===== config.mk =====
export PLATFORM = sky130hd
export DESIGN_NAME = fa_frame_align
export DESIGN_NICKNAME = d
export VERILOG_FILES = /design/src/rtl/fa_pkg.sv /design/src/rtl/fa_phase_tracker.sv /design/src/rtl/fa_rmt_judge.sv /design/src/rtl/fa_word_cap.sv /design/src/rtl/fa_frame_align.sv
export SDC_FILE = /design/constraint.sdc
export NUM_CORES = 1
export LEC_CHECK = 0
export ABC_CLOCK_PERIOD_IN_PS = 2950
export BUFFER_PORTS_ARGS = -buffer_cell sky130_fd_sc_hd__buf_2
export CORE_ASPECT_RATIO = 1.75
export CORE_MARGIN = 2
export CORE_UTILIZATION = 40
export CTS_CLUSTER_DIAMETER = 30
export DETAILED_ROUTE_END_ITERATION = 10
export GPL_TIMING_DRIVEN = 0
export PLACE_DENSITY = 0.65
export REMOVE_ABC_BUFFERS = 1
export SYNTH_ARGS = -nofsm -noshare
export SYNTH_HDL_FRONTEND = slang
export SYNTH_SLANG_ARGS = --single-unit
export TNS_END_PERCENT = 100

===== constraint.sdc =====
create_clock -name clk_i -period 2.95 [get_ports clk_i]
set_input_delay 0.59 -clock clk_i [delete_from_list [all_inputs] [get_ports clk_i]]
set_output_delay 0.59 -clock clk_i [all_outputs]
set_load 0.01 [all_outputs]

===== src/rtl/fa_pkg.sv =====
package fa_pkg;
  typedef enum logic {ST_SEARCH, ST_LOCKED} fa_state_e;
endpackage


===== src/rtl/fa_phase_tracker.sv =====
module fa_phase_tracker #(
  parameter int FRAME_BITS  = 12,
  parameter int LOCK_FRAMES = 8,
  localparam int PW = $clog2(FRAME_BITS)
) (
  input  logic                  clk_i,
  input  logic                  rst_ni,
  input  logic                  clear_i,
  input  logic                  vld_i,
  input  logic                  bit_i,
  output logic [PW-1:0]         phase_o,
  output logic                  trans_o,
  output logic [FRAME_BITS-1:0] surv_o
);
  localparam int CW = $clog2(LOCK_FRAMES + 1);

  logic [PW-1:0] phase_q;
  logic          prev_q;

  assign trans_o = vld_i & ~prev_q & bit_i;
  assign phase_o = phase_q;

  always_ff @(posedge clk_i or negedge rst_ni) begin
    if (!rst_ni) begin
      phase_q <= '0;
      prev_q  <= 1'b1;
    end else if (vld_i) begin
      prev_q  <= bit_i;
      phase_q <= (phase_q == PW'(FRAME_BITS - 1)) ? '0 : phase_q + 1'b1;
    end
  end

  // one run-length counter per bit position of the frame
  for (genvar p = 0; p < FRAME_BITS; p++) begin : g_pos
    logic [CW-1:0] cnt_q;
    always_ff @(posedge clk_i or negedge rst_ni) begin
      if (!rst_ni)                            cnt_q <= '0;
      else if (clear_i)                       cnt_q <= '0;
      else if (vld_i && phase_q == PW'(p)) begin
        if (!trans_o)                         cnt_q <= '0;
        else if (cnt_q != CW'(LOCK_FRAMES))   cnt_q <= cnt_q + 1'b1;
      end
    end
    assign surv_o[p] = (cnt_q == CW'(LOCK_FRAMES));
  end
endmodule


===== src/rtl/fa_rmt_judge.sv =====
module fa_rmt_judge #(
  parameter int FRAME_BITS = 12,
  localparam int DATA_W = FRAME_BITS - 2
) (
  input  logic [FRAME_BITS-1:0] surv_i,
  output logic [FRAME_BITS-1:0] conf_o,
  output logic [FRAME_BITS-1:0] valid_o
);
  // a competitor sits 2..DATA_W-1 bits after the candidate (edges into data 1..DATA_W-2)
  for (genvar p = 0; p < FRAME_BITS; p++) begin : g_cand
    logic c;
    always_comb begin
      c = 1'b0;
      for (int o = 2; o < DATA_W; o++) c |= surv_i[(p + o) % FRAME_BITS];
    end
    assign conf_o[p]  = c;
    assign valid_o[p] = surv_i[p] & ~c;
  end
endmodule


===== src/rtl/fa_word_cap.sv =====
module fa_word_cap #(
  parameter int FRAME_BITS = 12,
  localparam int DATA_W = FRAME_BITS - 2
) (
  input  logic              clk_i,
  input  logic              rst_ni,
  input  logic              vld_i,
  input  logic              bit_i,
  input  logic              cap_i,
  output logic [DATA_W-1:0] word_o,
  output logic              stb_o
);
  logic [DATA_W-1:0] sh_q;

  always_ff @(posedge clk_i or negedge rst_ni) begin
    if (!rst_ni) begin
      sh_q   <= '0;
      word_o <= '0;
      stb_o  <= 1'b0;
    end else begin
      stb_o <= cap_i;
      if (vld_i) sh_q <= {sh_q[DATA_W-2:0], bit_i};
      // cap_i comes with the closing bit; sh_q[0] is data bit DATA_W-1
      if (cap_i)
        for (int j = 0; j < DATA_W; j++) word_o[j] <= sh_q[DATA_W-1-j];
    end
  end
endmodule


===== src/rtl/fa_frame_align.sv =====
module fa_frame_align
  import fa_pkg::*;
#(
  parameter int FRAME_BITS  = 12,
  parameter int LOCK_FRAMES = 8,
  parameter int MISS_FRAMES = 2
) (
  input  logic                  clk_i,
  input  logic                  rst_ni,
  input  logic                  in_vld_i,
  input  logic                  in_bit_i,
  input  logic                  oe_i,
  input  logic                  pwr_en_i,
  output logic [FRAME_BITS-3:0] word_o,
  output logic                  stb_o,
  output logic                  lock_o
);
  localparam int DATA_W = FRAME_BITS - 2;
  localparam int PW     = $clog2(FRAME_BITS);
  localparam int MW     = $clog2(MISS_FRAMES + 1);

  fa_state_e       state_q;
  logic [PW-1:0]   lock_pos_q, phase, cand, stop_ph;
  logic [MW-1:0]   miss_q;
  logic            trans, sleep, drop, clear, hold, cap, single, search_hit, at_lock;
  logic [FRAME_BITS-1:0] surv, conf, valid;
  logic [DATA_W-1:0]     word_q;
  logic                  stb_q;

  assign sleep = ~oe_i & ~pwr_en_i;

  fa_phase_tracker #(.FRAME_BITS(FRAME_BITS), .LOCK_FRAMES(LOCK_FRAMES)) u_trk (
    .clk_i, .rst_ni, .clear_i(clear), .vld_i(in_vld_i), .bit_i(in_bit_i),
    .phase_o(phase), .trans_o(trans), .surv_o(surv)
  );

  fa_rmt_judge #(.FRAME_BITS(FRAME_BITS)) u_jdg (
    .surv_i(surv), .conf_o(conf), .valid_o(valid)
  );

  // candidate whose closing bit is being sampled now
  assign cand    = (phase == PW'(FRAME_BITS - 1)) ? '0 : phase + 1'b1;
  assign stop_ph = (lock_pos_q == '0) ? PW'(FRAME_BITS - 1) : lock_pos_q - 1'b1;
  assign single  = ((valid & (valid - 1'b1)) == '0);

  assign search_hit = in_vld_i & valid[cand] & single;
  assign at_lock    = in_vld_i & (phase == lock_pos_q);
  assign drop       = (state_q == ST_LOCKED) & at_lock & ~trans &
                      (miss_q == MW'(MISS_FRAMES - 1));
  assign clear      = sleep | drop;
  assign hold       = conf[lock_pos_q];
  assign lock_o     = (state_q == ST_LOCKED) & ~hold;
  assign cap        = in_vld_i & lock_o & (phase == stop_ph) & ~sleep;

  always_ff @(posedge clk_i or negedge rst_ni) begin
    if (!rst_ni) begin
      state_q    <= ST_SEARCH;
      lock_pos_q <= '0;
      miss_q     <= '0;
    end else if (sleep) begin
      state_q <= ST_SEARCH;
      miss_q  <= '0;
    end else if (state_q == ST_SEARCH) begin
      if (search_hit) begin
        state_q    <= ST_LOCKED;
        lock_pos_q <= cand;
        miss_q     <= '0;
      end
    end else if (drop) begin
      state_q <= ST_SEARCH;
      miss_q  <= '0;
    end else if (at_lock) begin
      miss_q <= trans ? '0 : miss_q + 1'b1;
    end
  end

  fa_word_cap #(.FRAME_BITS(FRAME_BITS)) u_cap (
    .clk_i, .rst_ni, .vld_i(in_vld_i), .bit_i(in_bit_i), .cap_i(cap),
    .word_o(word_q), .stb_o(stb_q)
  );

  assign word_o = oe_i ? word_q : '0;
  assign stb_o  = oe_i & stb_q;
endmodule


* After elaboration in Yosys (flattened, before gate mapping)
Cells that the tools add are included.
** Word-level totals
- Logic and storage cells :: 327
- Flip-flop bits (word level) :: 81
- Output and inout port bits :: 12
** Cells by class
- Equal/unequal tests :: 51
- Reductions and logical operators :: 42
- Bitwise operators :: 131
- Add/subtract/negate cells :: 16
- Order comparisons :: 2
- Muxes and demuxes :: 65
** Operators by type and width (count)
- 4-bit 2-to-1 mux :: 50
- 1-bit bitwise OR :: 85
- 4-bit equality test (second input constant) :: 16
- 4-bit by 1-bit adder with 4-bit output (second input constant) :: 13
- 4-bit != test (second input constant) :: 12
- 3-bit by 1-bit != test with 1-bit output (second input constant) :: 12
- 1-bit AND :: 26
- 2-bit AND reduction :: 13
- 2-bit nonzero test :: 12
- 1-bit inverter :: 19
- 4-bit by 3-bit equality test with 1-bit output (second input constant) :: 4
- 12-bit AND :: 1
- 1-bit logical AND :: 12
- 12-bit zero test :: 1
- 2-bit 2-to-1 mux :: 6
- 12-bit by 1-bit subtractor with 12-bit output (second input constant) :: 1
- 4-bit by 5-bit less-than comparator with 1-bit output (second input constant) :: 2
- 10-bit 2-to-1 mux :: 1
- 1-bit binary-select mux with 4-bit select :: 2
- 4-bit by 2-bit equality test with 1-bit output (second input constant) :: 2
- 4-bit equality test :: 2
- 4-bit zero test :: 2
- 1-bit 2-to-1 mux :: 6
- 4-bit by 1-bit equality test with 1-bit output (second input constant) :: 1
- 6 further kinds :: 6

* Depth between registers and ports, before layout
- Depth after elaboration :: 17
- Depth in mapped cells :: 12
- Depth with buffers taken out :: 10

* Hierarchy
A second synthesis with hierarchy kept.
** Unflattened totals
- Cell total of the unflattened synthesis :: 618
- Area total of the unflattened synthesis :: 5957.0 um^2
** Modules (own cells, without submodules)
- fa_phase_tracker :: instances 1, cells each 402, area each 3711.1 um^2
- fa_frame_align :: instances 1, cells each 117, area each 1041.0 um^2
- fa_word_cap :: instances 1, cells each 43, area each 848.3 um^2
- fa_rmt_judge :: instances 1, cells each 56, area each 356.6 um^2

* Least setup slack after synthesis
Ideal clock, no wire load.
- Path kind :: register to register
- Start point :: reg u_trk.phase_q[1], in the netlist u_trk.phase_o[1]
- End point :: reg lock_pos_q[2]
- Buffers on the path :: 2
- Slack :: 197 ps
- Required time :: 2825 ps
- Arrival :: 2628 ps
- Period minus slack after synthesis :: 2753 ps
- Cell stages (with the launch flop) :: 11
- Cells stage by stage :: dfrtp_1 > ha_1 > buf_6 > a21o_1 > buf_6 > mux2i_1 > o311a_1 > a2111o_1 > nor4_4 > nand2_2 > mux2_4
** On the way
- Word-level cells in the longest chain between the ends :: 7
- Elaborated cells on any way between the ends :: 8
** RTL lines
- start, declared :: RTL line fa_phase_tracker.sv:17 : logic [PW-1:0] phase_q;
- start signal, assigned :: RTL line fa_phase_tracker.sv:29 : phase_q <= (phase_q == PW'(FRAME_BITS - 1)) ? '0 : phase_q + 1'b1;
- 4-bit by 1-bit adder with 4-bit output / 4-bit equality test (equally long branches) :: RTL line fa_frame_align.sv:42 : assign cand = (phase == PW'(FRAME_BITS - 1)) ? '0 : phase + 1'b1;
- 4-bit 2-to-1 mux * :: RTL line fa_frame_align.sv:42
- 1-bit binary-select mux with 4-bit select :: RTL line fa_frame_align.sv:46 : assign search_hit = in_vld_i & valid[cand] & single;
- 1-bit 2-to-1 mux (implied by the code) :: RTL line fa_frame_align.sv:46
- 1-bit AND (2 in series) :: RTL line fa_frame_align.sv:46
- 3-bit AND reduction (no source line)
- end signal, assigned :: RTL line fa_frame_align.sv:66 : lock_pos_q <= cand;
- end, declared :: RTL line fa_frame_align.sv:23 : logic [PW-1:0] lock_pos_q, phase, cand, stop_ph;
Mark *: on every way between the ends. The rest lies on a longest branch, timed or not. The select of a mux whose other input is x is not followed.
A chain may end at the register's enable or synchronous reset.

* Worst setup path in the final report
- Start point :: reg u_trk.g_pos[10].cnt_q[1]
- End point :: out lock_o
** On the way
- Word-level cells in the longest chain between the ends :: 12
- Elaborated cells on any way between the ends :: 40
** RTL lines
- start, declared :: RTL line fa_phase_tracker.sv:35 : logic [CW-1:0] cnt_q;
- start signal, assigned :: RTL line fa_phase_tracker.sv:41 : else if (cnt_q != CW'(LOCK_FRAMES)) cnt_q <= cnt_q + 1'b1;
- 4-bit equality test * :: RTL line fa_phase_tracker.sv:44 : assign surv_o[p] = (cnt_q == CW'(LOCK_FRAMES));
- 1-bit bitwise OR (7 in series) :: RTL line fa_rmt_judge.sv:14 : for (int o = 2; o < DATA_W; o++) c |= surv_i[(p + o) % FRAME_BITS];
- 1-bit binary-select mux with 4-bit select * :: RTL line fa_frame_align.sv:51 : assign hold = conf[lock_pos_q];
- 1-bit 2-to-1 mux (implied by the code) * :: RTL line fa_frame_align.sv:51
- 1-bit inverter * :: RTL line fa_frame_align.sv:52 : assign lock_o = (state_q == ST_LOCKED) & ~hold;
- 1-bit AND * :: RTL line fa_frame_align.sv:52
- end, declared :: RTL line fa_frame_align.sv:16 : output logic lock_o
Marks and branches as above.

==> run metrics <==
Pre-Repair DR Iteration Count 5; post-synthesis sequential element count 81; area of the die 13900 um^2; final hold violation count 0; Setup Viol. Count Final 2; ANT cells 0; CTS tree built; CTS Hold Bufs 0; worst slew pin tran 0.675 ns; height of the die 155 um; clock buffer depth 2; CP Launch Type flop; Synth cell types 65; Max Clock Freq 0.331 GHz; Final ANT Viol Nets 0; Post-Syn Instances 581; cts bufs inserted 9; RD Place Congestion 0.934; WL per Instance 17.4 um; Total Wirelength 14000 um; clock insertion delay at the later pin of the skew report 0.34 ns; RSZ-0062 raised after global routing yes; gr ovfl total 0; nets@finish 667; Worst EP arrival 2.43 ns; Leak Pwr 2.76 nW; main flop type after synthesis dfrtp_1; worst hold slack 0.211 ns; std cell rows 55; crit end category primary output; Max H-tree Level 3; Power Total 4.04 mW; PortBufs 17; initial antenna violation count 0; clk slew on worst S/H paths 0.06 ns; initial core utilization 40.6%; Area Overhead vs Synth 21.0%; mapped cell area 5190 um^2; layout cells sized above 1 23.7%; Setup WS pre-CTS -0.413 ns; RR Endpoint lock_pos_q[2]; Final period util 102%; Max-Cap Viols 0; CP Max Fanout 4; DRT iter0 DRCs 287; fin. max-slew vios 0; FF-to-FF Start u_trk.g_pos[7].cnt_q[0]; Core Area 12800 um^2; depth of the worst register-to-register path 11; placed insts 752; PnR worst setup slack -0.0706 ns; failing checks negative setup slack; number of global-route vias before repair 4524; YS warnings 0; min Tclk post-route 3.02 ns; # DRC 0; non-filler cells, final 807; Worst IR Drop VDD 0.325 mV; PwrDens 644 nW/um^2; EDFF count, synth 0; vias per cell 5.76; Mean Syn Cell Area 8.94 um^2; die width 90.1 um; Hold Crit Class in -> async; fill cell count 1246; via count 4646; Clock Sinks 81; internal reg-to-reg setup slack -0.02 ns; CTS root buffer clkbuf_16; Total Routing Usage GR 20.0%; post-DP HPWL 10000 um; first-pass GRT wire length 22300 um; critical path class reg -> out; largest net degree at the start of global routing 47; I/O Pins 18; status finished with violations; register area share after synthesis 39.1%; CP required 2.36 ns; asr flop ratio synth 100%; Fin Clk Skew 0.00800 ns; Slew HR 55.0%
==> routing by layer <==
| layer | wire length (um) | up-vias | GRT usage (%) |
|---|---|---|---|
| met5 | 0 | - | 0 |
| met4 | 776 | 0 | 13.7 |
| met3 | 522 | 53 | 3.95 |
| met2 | 7450 | 139 | 36.1 |
| met1 | 5280 | 2273 | 20.7 |
| li1 | - | 2181 | - |
==> cell type report <==
cell class | instances | area (um^2) | share of cell area, %
well taps | 171 | 214 | 3.41
clock buffers | 10 | 229 | 3.64
inverters | 34 | 128 | 2.03
clock inverters | 6 | 67.6 | 1.08
multi-input cells | 445 | 3110 | 49.6
repair buffers | 60 | 502 | 7.98
flip-flops and latches | 81 | 2030 | 32.3
==> repair_timing <==
action | 4_1_cts | 5_1_grt
setup endpoints to repair | 18 | 32
pin swaps | 10 | 14
buffers inserted | 14 | 25
gates resized for setup | 24 | 26
endpoints found under the hold margin | 0 | 0
==> where the power goes <==
group	switching (mW)	internal, mW	total, mW	leakage (nW)
combinational	0.763	0.623	1.39	1.53
clock	0.464	0.659	1.12	0.139
sequential	0.251	1.29	1.54	1.08
==> critical path, cell delays in order, from the launching register on <==
cell and delay (ns):
dfrtp_1 0.39, inv_1 0.06, ha_2 0.17, nand3b_1 0.09, buf_6 0.13, nand4_1 0.17, nor3_4 0.31, a32oi_2 0.17
o22ai_2 0.21, o21ai_2 0.11, nor2_1 0.13, buf_2 0.14
==> sequential cells by signal, summed over array words and instances, names as in the netlist <==
name               flops
lock_pos_q             4
u_cap.stb_o            1
state_q                1
miss_q                 2
u_cap.sh_q            10
u_trk.phase_o          4
u_trk.prev_q           1
u_cap.word_o          10
u_trk.g_pos.cnt_q     48
==> cells by family after synthesis <==
logic type,after synthesis,synth area share [%]
multiplexers,32,6.84
AND/OR/NAND/NOR,245,25.2
adder cells (fa/ha/maj),30,7.23
buffers and inverters,55,5.18
flip-flops,81,39.1
AO/OA/AOI/OAI,131,15.3
XOR/XNOR,7,1.18
==> synthesized netlist by cell type, types with 8 or more instances <==
cell type	count	area share, %
and2_1	24	2.9
nor2_1	45	3.3
ha_1	30	7.2
inv_1	34	2.5
nand3_1	35	3.4
dfrtp_1	80	39
clkbuf_1	12	0.87
nand2_1	62	4.5
o211ai_1	13	1.9
mux2_2	24	5.2
a21oi_1	19	1.8
nor3_1	21	2.0
nand3b_1	15	2.2
and3b_1	8	1.3
o31ai_1	8	1.2
o21ai_0	60	5.8
==> worst max path at each step <==
stage | cells past startpoint | end | slack [ns] | startpoint
2_1_floorplan | 9 | u_cap.word_o[0] | -0.07 | u_trk.g_pos[3].cnt_q[0]
3_3_place_gp | 7 | u_trk.g_pos[3].cnt_q[3] | -1.41 | in_vld_i
3_5_place_dp | 10 | u_cap.word_o[5] | -0.41 | u_trk.g_pos[11].cnt_q[0]
4_1_cts | 9 | lock_o | -0.02 | u_trk.g_pos[2].cnt_q[0]
5_1_grt | 11 | lock_o | -0.19 | u_trk.g_pos[10].cnt_q[1]
6_report | 11 | lock_o | -0.07 | u_trk.g_pos[10].cnt_q[1]
==> per-stage QoR <==
| stage | utilization (%) | cell area (um^2) | TNS, ns |
|---|---|---|---|
| after floorplan | - | 5050 | -0.652 |
| after global placement | 41.8 | 5350 | -67.87 |
| after detailed placement | 42.8 | 5470 | -10.28 |
| after CTS | 46.6 | 5970 | -0.0217 |
| after global routing | 49.1 | 6280 | -0.633 |
| final | 49.1 | 6280 | -0.0930 |
==> layout by cell type, fill, tap and decap left out, types with 3 or more instances in the layout <==
master,Yosys,final
a21oi_1,19,18
mux2i_1,7,7
o31ai_1,8,8
xnor2_1,5,5
ha_1,30,26
nor2_1,45,43
nor3_1,21,18
nand2_1,62,60
and3b_1,8,5
nor2_2,2,3
inv_1,34,32
o22ai_1,5,4
clkbuf_16,0,9
and3b_2,3,6
buf_16,0,3
o21ai_0,60,58
dfrtp_1,80,79
o211ai_1,13,13
nand4_1,5,5
buf_2,1,16
buf_4,1,35
mux2_2,24,24
and2_1,24,24
a211oi_1,3,3
nor4_1,5,5
buf_6,5,5
nand3b_1,15,15
nand3_1,35,34
(Power assumes the default switching activity.)
